<file path="config.mk">
export PLATFORM = sky130hd
export DESIGN_NAME = status_poll_matcher
export DESIGN_NICKNAME = d
export VERILOG_FILES = /design/src/rtl/status_poll_matcher.sv
export SDC_FILE = /design/constraint.sdc
export NUM_CORES = 1
export LEC_CHECK = 0
export ABC_AREA = 1
export BUFFER_PORTS_ARGS = -buffer_cell sky130_fd_sc_hd__buf_2
export CAP_MARGIN = 10
export CELL_PAD_IN_SITES_DETAIL_PLACEMENT = 1
export CELL_PAD_IN_SITES_GLOBAL_PLACEMENT = 1
export CORE_MARGIN = 2
export CORE_UTILIZATION = 35
export DETAILED_ROUTE_END_ITERATION = 10
export PLACE_DENSITY_LB_ADDON = 0.08
export SLEW_MARGIN = 10
export SYNTH_ARGS = -nofsm -noshare
export SYNTH_HDL_FRONTEND = slang
export SYNTH_SLANG_ARGS = --single-unit
</file>
<file path="constraint.sdc">
create_clock -name clk -period 5.7 [get_ports clk]
set_input_delay 0.57 -clock clk [delete_from_list [all_inputs] [get_ports clk]]
set_output_delay 0.57 -clock clk [all_outputs]
set_load 0.005 [all_outputs]
</file>
<file path="src/rtl/status_poll_matcher.sv">
module status_poll_matcher #(
  parameter int BYTES = 4,
  parameter int IVL_W = 16,
  localparam int DW = 8 * BYTES,
  localparam int LW = (BYTES > 1) ? $clog2(BYTES) : 1
) (
  input  logic             clk,
  input  logic             rst_n,
  input  logic             start,
  input  logic             abort,
  input  logic [LW-1:0]    cfg_len,
  input  logic [DW-1:0]    cfg_mask,
  input  logic [DW-1:0]    cfg_match,
  input  logic             cfg_or_mode,
  input  logic             cfg_auto_stop,
  input  logic [IVL_W-1:0] cfg_interval,
  output logic             rd_req,
  input  logic             rd_done,
  input  logic [DW-1:0]    rd_data,
  input  logic             data_rd,
  input  logic             clr_match,
  input  logic             clr_done,
  output logic             busy,
  output logic             match_flag,
  output logic             read_flag,
  output logic             done_flag,
  output logic [DW-1:0]    status_word
);

  typedef enum logic [1:0] {S_IDLE, S_REQ, S_WAIT} state_t;

  state_t           state;
  logic [IVL_W-1:0] cnt;
  logic             abort_pend;
  logic [DW-1:0]    len_mask;
  logic [DW-1:0]    eff_mask;
  logic [DW-1:0]    diff;
  logic             hit;
  logic             got;
  logic             stop_evt;

  for (genvar b = 0; b < BYTES; b++) begin : g_len
    assign len_mask[8*b +: 8] = (b <= int'(cfg_len)) ? 8'hFF : 8'h00;
  end

  assign eff_mask = cfg_mask & len_mask;
  assign diff     = rd_data ^ cfg_match;
  assign hit      = cfg_or_mode ? |(~diff & eff_mask) : ~|(diff & eff_mask);

  assign got      = (state == S_REQ) && rd_done;
  assign stop_evt = (got && (abort || abort_pend || (hit && cfg_auto_stop)))
                 || ((state == S_WAIT) && abort);

  assign busy   = (state != S_IDLE);
  assign rd_req = (state == S_REQ);

  always_ff @(posedge clk or negedge rst_n) begin
    if (!rst_n) begin
      state      <= S_IDLE;
      cnt        <= '0;
      abort_pend <= 1'b0;
    end else begin
      case (state)
        S_IDLE: begin
          abort_pend <= 1'b0;
          if (start) state <= S_REQ;
        end
        S_REQ: begin
          if (rd_done) begin
            abort_pend <= 1'b0;
            if (stop_evt) begin
              state <= S_IDLE;
            end else if (cfg_interval == '0) begin
              state <= S_REQ;
            end else begin
              state <= S_WAIT;
              cnt   <= cfg_interval;
            end
          end else if (abort) begin
            abort_pend <= 1'b1;
          end
        end
        S_WAIT: begin
          if (abort) state <= S_IDLE;
          else if (cnt <= IVL_W'(1)) state <= S_REQ;
          else cnt <= cnt - 1'b1;
        end
        default: state <= S_IDLE;
      endcase
    end
  end

  always_ff @(posedge clk or negedge rst_n) begin
    if (!rst_n) begin
      status_word <= '0;
      read_flag   <= 1'b0;
      match_flag  <= 1'b0;
      done_flag   <= 1'b0;
    end else begin
      if (got) status_word <= rd_data & len_mask;
      read_flag  <= got | (read_flag & ~data_rd);
      match_flag <= (got & hit) | (match_flag & ~clr_match);
      done_flag  <= stop_evt | (done_flag & ~clr_done & ~(start & ~busy));
    end
  end

  p_start_launches_r2: assert property (@(posedge clk) disable iff (!rst_n)
    (!busy && start) |=> rd_req);

  p_len_zeroes_upper_r3: assert property (@(posedge clk) disable iff (!rst_n)
    (rd_req && rd_done && cfg_len == '0) |=> (status_word[DW-1:8] == '0));

  p_gap_holds_r6: assert property (@(posedge clk) disable iff (!rst_n)
    (busy && !rd_req && !abort && cnt > IVL_W'(1)) |=> !rd_req);

  p_autostop_r7: assert property (@(posedge clk) disable iff (!rst_n)
    (rd_req && rd_done && cfg_auto_stop && hit) |=> !busy);

  p_match_sticky_r8: assert property (@(posedge clk) disable iff (!rst_n)
    (match_flag && !clr_match) |=> match_flag);

  p_read_sets_flag_r9: assert property (@(posedge clk) disable iff (!rst_n)
    (rd_req && rd_done) |=> read_flag);

  p_abort_gap_r11: assert property (@(posedge clk) disable iff (!rst_n)
    (busy && !rd_req && abort) |=> (!busy && done_flag));

  p_end_marks_done_r12: assert property (@(posedge clk) disable iff (!rst_n)
    $fell(busy) |-> done_flag);

endmodule

</file>
# Yosys cells after proc, flatten, opt, wreduce, memory -nomap -nowiden
# Index checks and enable logic that the tools add are counted.
# word_totals
regBits,54
input_bits,124
output_inout_bits,37
elab_cells,80
# op_classes
n_addsub,1
order_cmp,4
n_eq_ne,10
n_mux,20
bitwise_logic,20
n_reduce_logical,18
# op_table
op,count
$and 32x32->32,4
$mux 16,5
$reduce_or 32->1,2
$not 32->32,1
$pmux 16 s2,1
$xor 32x32->32,1
$mux 8,3
$le 16x1->1 const B,1
$logic_not 16->1,1
$sub 16x1->16 const B,1
$mux 2,6
$ne 2x2->1 const B,5
$and 1x1->1,6
$ne 3x2->1 const B,2
$pmux 2 s3,1
$reduce_and 6->1,1
$reduce_bool 2->1,3
$not 1->1,5
$le 2x2->1 const A,2
$logic_and 1x1->1,4
$logic_or 1x1->1,3
$mux 1,3
$or 1x1->1,3
$reduce_and 3->1,1
8 further kinds,8

# Depth between registers and ports, before layout
# logic_depth
ltp_word,14
depth_mapped,18
ltp_nobuf,16

# Least setup slack after synthesis
# No wires, ideal clock.
# synth_path
kind,input port to flip-flop
from,input port cfg_len[1]
to,register cnt[4]
arrival_time_ns,1.966
setup_slack_ns,3.617
path_stages,17
path_buffers,3
cell_sequence,buf_6 nor2_8 buf_6 nor2_1 o21ai_1 nand2_1 nor2_1 nand2_1 nor2_1 nand2_2 nand3_2 nand2_2 nand2_4 nand3_4 buf_6 nand2_1 nand2_1
# synth_via
elab_chain_cells,13
# synth_lines
element,line,source
"start, declared",11,"input logic [LW-1:0] cfg_len,"
$le 1x2->1 or $le 2x2->1 (tied branches),43,assign len_mask[8*b +: 8] = (b <= int'(cfg_len)) ? 8'hFF : 8'h00;
$mux 8,43,
$and 32x32->32 (*),46,assign eff_mask = cfg_mask & len_mask;
$and 32x32->32,48,assign hit = cfg_or_mode ? |(~diff & eff_mask) : ~|(diff & eff_mask);
$reduce_or 32->1,48,
$logic_not 1->1,48,
$mux 1 (*),48,
$logic_and 1x1->1 (*),51,assign stop_evt = (got && (abort || abort_pend || (hit && cfg_auto_stop)))
$logic_or 1x1->1 (*),51,
$logic_and 1x1->1 (*),51,
$logic_or 1x1->1 (*),52,|| ((state == S_WAIT) && abort);
$ne 2x2->1 (no source line) (*),-,
$reduce_and 6->1 (no source line) (*),-,
"end signal, assigned",77,cnt <= cfg_interval;
"end signal, assigned",86,else cnt <= cnt - 1'b1;
"end, declared",33,logic [IVL_W-1:0] cnt;
# Mark *: on every way between the ends. The rest lies on a longest branch, timed or not.
# A chain may end at the register's enable or synchronous reset.

# Worst setup path after layout
# layout_path
from,register state[1]
to,register cnt[5]
# layout_via
elab_chain_cells,6
# layout_lines
element,line,source
"start, declared",32,state_t state;
"start signal, assigned",59,state <= S_IDLE;
"start signal, assigned",66,if (start) state <= S_REQ;
"start signal, assigned",72,state <= S_IDLE;
$eq 2x1->1,"50, 63",
$logic_and 1x1->1,50,assign got = (state == S_REQ) && rd_done;
$logic_and 1x1->1,51,
$logic_or 1x1->1,52,
$ne 2x2->1 (no source line),-,
$reduce_and 6->1 (no source line),-,
# Several ways; a longest one is shown, not always the timed one.

==> results.md <==
* Fin crit period at 2.555 ns
* Multiplexer share of the synthesized area at 0%
* Fmax at 0.3914 GHz
* Worst Tran Pin Value at 0.9235 ns
* Clock network power share at 17.1%
* Setup tns final at 0 ns
* Crit share post-route at 44.83%
* Row cnt at 39
* DP Wirelength at 10.87 mm
* Vias per Instance at 4.907
* CTS clk-pin slew, worst paths at 0.07 ns
* Mapped Nets at 811
* Post-Synth XOR/XNOR Area at 0.6397%
* Worst vdd ir at 0.1947 mV
* # clock sinks at 54
* Gpl congestion at 0.8621
* Antenna violations before repair at 0
* Commonest non-fill, non-tap cell in the layout: nand2_1
* Critical path class: reg2reg
* # setup viols final at 0
* WL per Instance at 14.14 µm
* Die width at 112.3 µm
* Gate power share at 47.6%
* Worst r2r src: state[1]
* IO Pins at 161
* Mean Syn Cell Area at 5.997 µm²
* Root buffer cell: clkbuf_16
* Flops & latches, synth at 54
* Wire length of the first global-routing pass at 22.85 mm
* Iter 0 DRT Violations at 169
* Post-Syn Area at 4108 µm²
* Setup WS pre-CTS at 2.604 ns
* R2r worst-path depth at 8
* Most frequent cells in the layout: 277 x nand2_1, 160 x buf_2, 110 x inv_1
* Layout cells sized above 1 at 22.14%
* Area of the multi-input gates at 2241 µm²
* Crit-path max FO at 22
* Final WS setup at 3.145 ns
* PwrDens at 375.1 nW/µm²
* Worst Skew at 0.003997 ns
* CTS tree: built
* Clock buffer depth at 2
* Largest net degree at the start of global routing at 55
* NumNets Final at 965
* Clk_lat worst skew at 0.31 ns
* Post-CTS Setup Bufs at 0
* Worst Hold Class: in2async
* Synth cell types at 34
* Max Cap Viol at 0
* Die outline height at 112.3 µm
* RSZ-0062 raised after global routing: no
* Simple-Gate Fraction of Synth Area at 44.81%
* Vias in the first global route at 4,976
* Register area at 1351 µm²
* Outcome: complete, no violations
* Setup crit start kind: register
* Switch share at 44.60%
* Gr usage total at 22.27%
* Hold buffer count at cts at 0
* Setup crit end kind: register
* Lkg Pwr at 3.257 nW
* Worst endpoint required time at 5.94 ns
* Syn-to-layout area delta at 25.86%
* Resized cells post-CTS at 0
* Vias at 4,824
* Post-route DRC at 0
* Cell count after synthesis at 685
* Layout filler cell count at 1,627
* Starting Density at 35.97%
* R2r endpoint: cnt[5]
* Drt pass-1 iters at 4
* Antenna Nets Post-Route at 0
* Net switching power figure at 0.8649 mW
* Finished Layout Cells at 983
* Complex-gate fraction of the synthesized area at 8.498%
* CP Data Arrival Time at 2.80 ns
* Core Region at 11,420 µm²
* Max-slew violations at 0
* Internal at 1.075 mW
* H-Tree Depth at 2
* Seq pwr share at 35.3%
* Total CTS buffers at 5
* Final wirelength at 13.90 mm
* Total grt overflow at 0
* Die ar. at 12,620 µm²
* Post-Synth Adder-Cell Area at 0.6092%
* Number of buffers inserted by port buffering at 160
* Placed cell count at 974
* Slew HR at 38.35%
* Register area share after synthesis at 32.90%
* N_diodes at 0
* Final hold vios at 0
* Worst reg-to-reg setup slack at 3.14 ns
* Main combinational cell family by area after synthesis: simple AND/OR/NAND/NOR gates
* Synth warn at 0
layer usage:
layer / up-vias / track usage, % / routed length [µm]
li1: 2430 / - / -
met1: 2250 / 26.41 / 6011
met2: 128 / 40.92 / 6976
met3: 16 / 4.050 / 703
met4: 0 / 6.585 / 212
met5: - / 0 / 0
registers in the layout (all words and copies together), names as in the netlist:
| register | flops |
|---|---|
| cnt | 16 |
| state | 2 |
| abort_pend | 1 |
| done_flag | 1 |
| match_flag | 1 |
| status_word | 32 |
| read_flag | 1 |
power by group through the flow:
stage / logic, mW / registers [mW] / clock network (mW)
2_1_floorplan: 0.580 / 0.675 / 0
3_3_place_gp: 0.886 / 0.682 / 0
5_1_grt: 1.05 / 0.709 / 0.360
3_5_place_dp: 0.924 / 0.688 / 0
4_1_cts: 0.929 / 0.685 / 0.346
6_report: 0.923 / 0.685 / 0.331
synth_stat cells:
cell type | n | area (µm²)
nor2_1 | 70 | 262.8
nand2_4 | 2 | 22.52
a21oi_1 | 12 | 60.06
o31ai_1 | 13 | 97.59
inv_2 | 1 | 3.750
buf_2 | 1 | 5.000
buf_6 | 4 | 45.04
clkbuf_1 | 11 | 41.29
nand3_2 | 1 | 10.01
dfrtp_1 | 54 | 1351
nand3b_1 | 1 | 7.510
o22ai_1 | 1 | 6.260
a22oi_1 | 1 | 7.510
nand2_2 | 3 | 18.77
a31oi_1 | 1 | 6.260
nand3_4 | 1 | 17.52
xnor2_1 | 1 | 8.760
nor3_2 | 1 | 10.01
o21ai_0 | 29 | 145.1
o2111ai_1 | 1 | 8.760
nor4_1 | 1 | 6.260
nand4_1 | 20 | 125.1
or2_2 | 2 | 12.51
nand3_1 | 49 | 245.2
nor2_2 | 2 | 12.51
nor3_1 | 6 | 30.03
buf_4 | 1 | 7.510
inv_1 | 110 | 412.9
xor2_1 | 2 | 17.52
nand2_1 | 277 | 1040
o21bai_1 | 1 | 7.510
ha_1 | 2 | 25.02
o21ai_1 | 2 | 10.01
nor2_8 | 1 | 20.02
worst max-delay path by stage:
| stage | startpoint | to | cells past startpoint |
|---|---|---|---|
| finish | state[1] | cnt[5] | 8 |
| global route | state[1] | cnt[1] | 8 |
| CTS | state[1] | cnt[14] | 9 |
| global placement | state[1] | cnt[14] | 9 |
| floorplan | cfg_len[1] | cnt[4] | 17 |
| detailed placement | state[1] | cnt[12] | 9 |
through the flow:
step	utilization [%]	power, mW	hold slack (ns)	cell area, µm²
CTS	45.21	1.960	0.4433	5162
floorplan	-	1.256	0.2744	4108
finish	45.28	1.939	0.4019	5170
detailed placement	43.89	1.612	0.4603	5011
global route	45.28	2.123	0.4834	5170
global placement	43.89	1.568	0.4574	5011
worst max-delay path, stage by stage, from the launching register on:
cell and delay (ns):
dfrtp_1 0.38, inv_1 0.14, nor2_1 0.06, buf_4 0.19, inv_1 0.50, nand2_1 0.62, nand3_4 0.42, nand2_1 0.10
nand2_1 0.07
cell type report:
cell class              count  share of cell area (%)
multi-input cells         503                   43.34
flip-flops and latches     54                   26.14
repair buffers            164                   16.07
inverters                 111                   8.059
well taps                 143                   3.461
clock buffers               6                   2.686
clock inverters             2                  0.2420
logic make-up after synthesis:
logic type,Yosys count
buf+inv,128
xor+xnor,3
flops,54
simple gates,437
compound gates,61
fa+ha+maj,2
No activity file was read; power rests on OpenSTA's default activity.
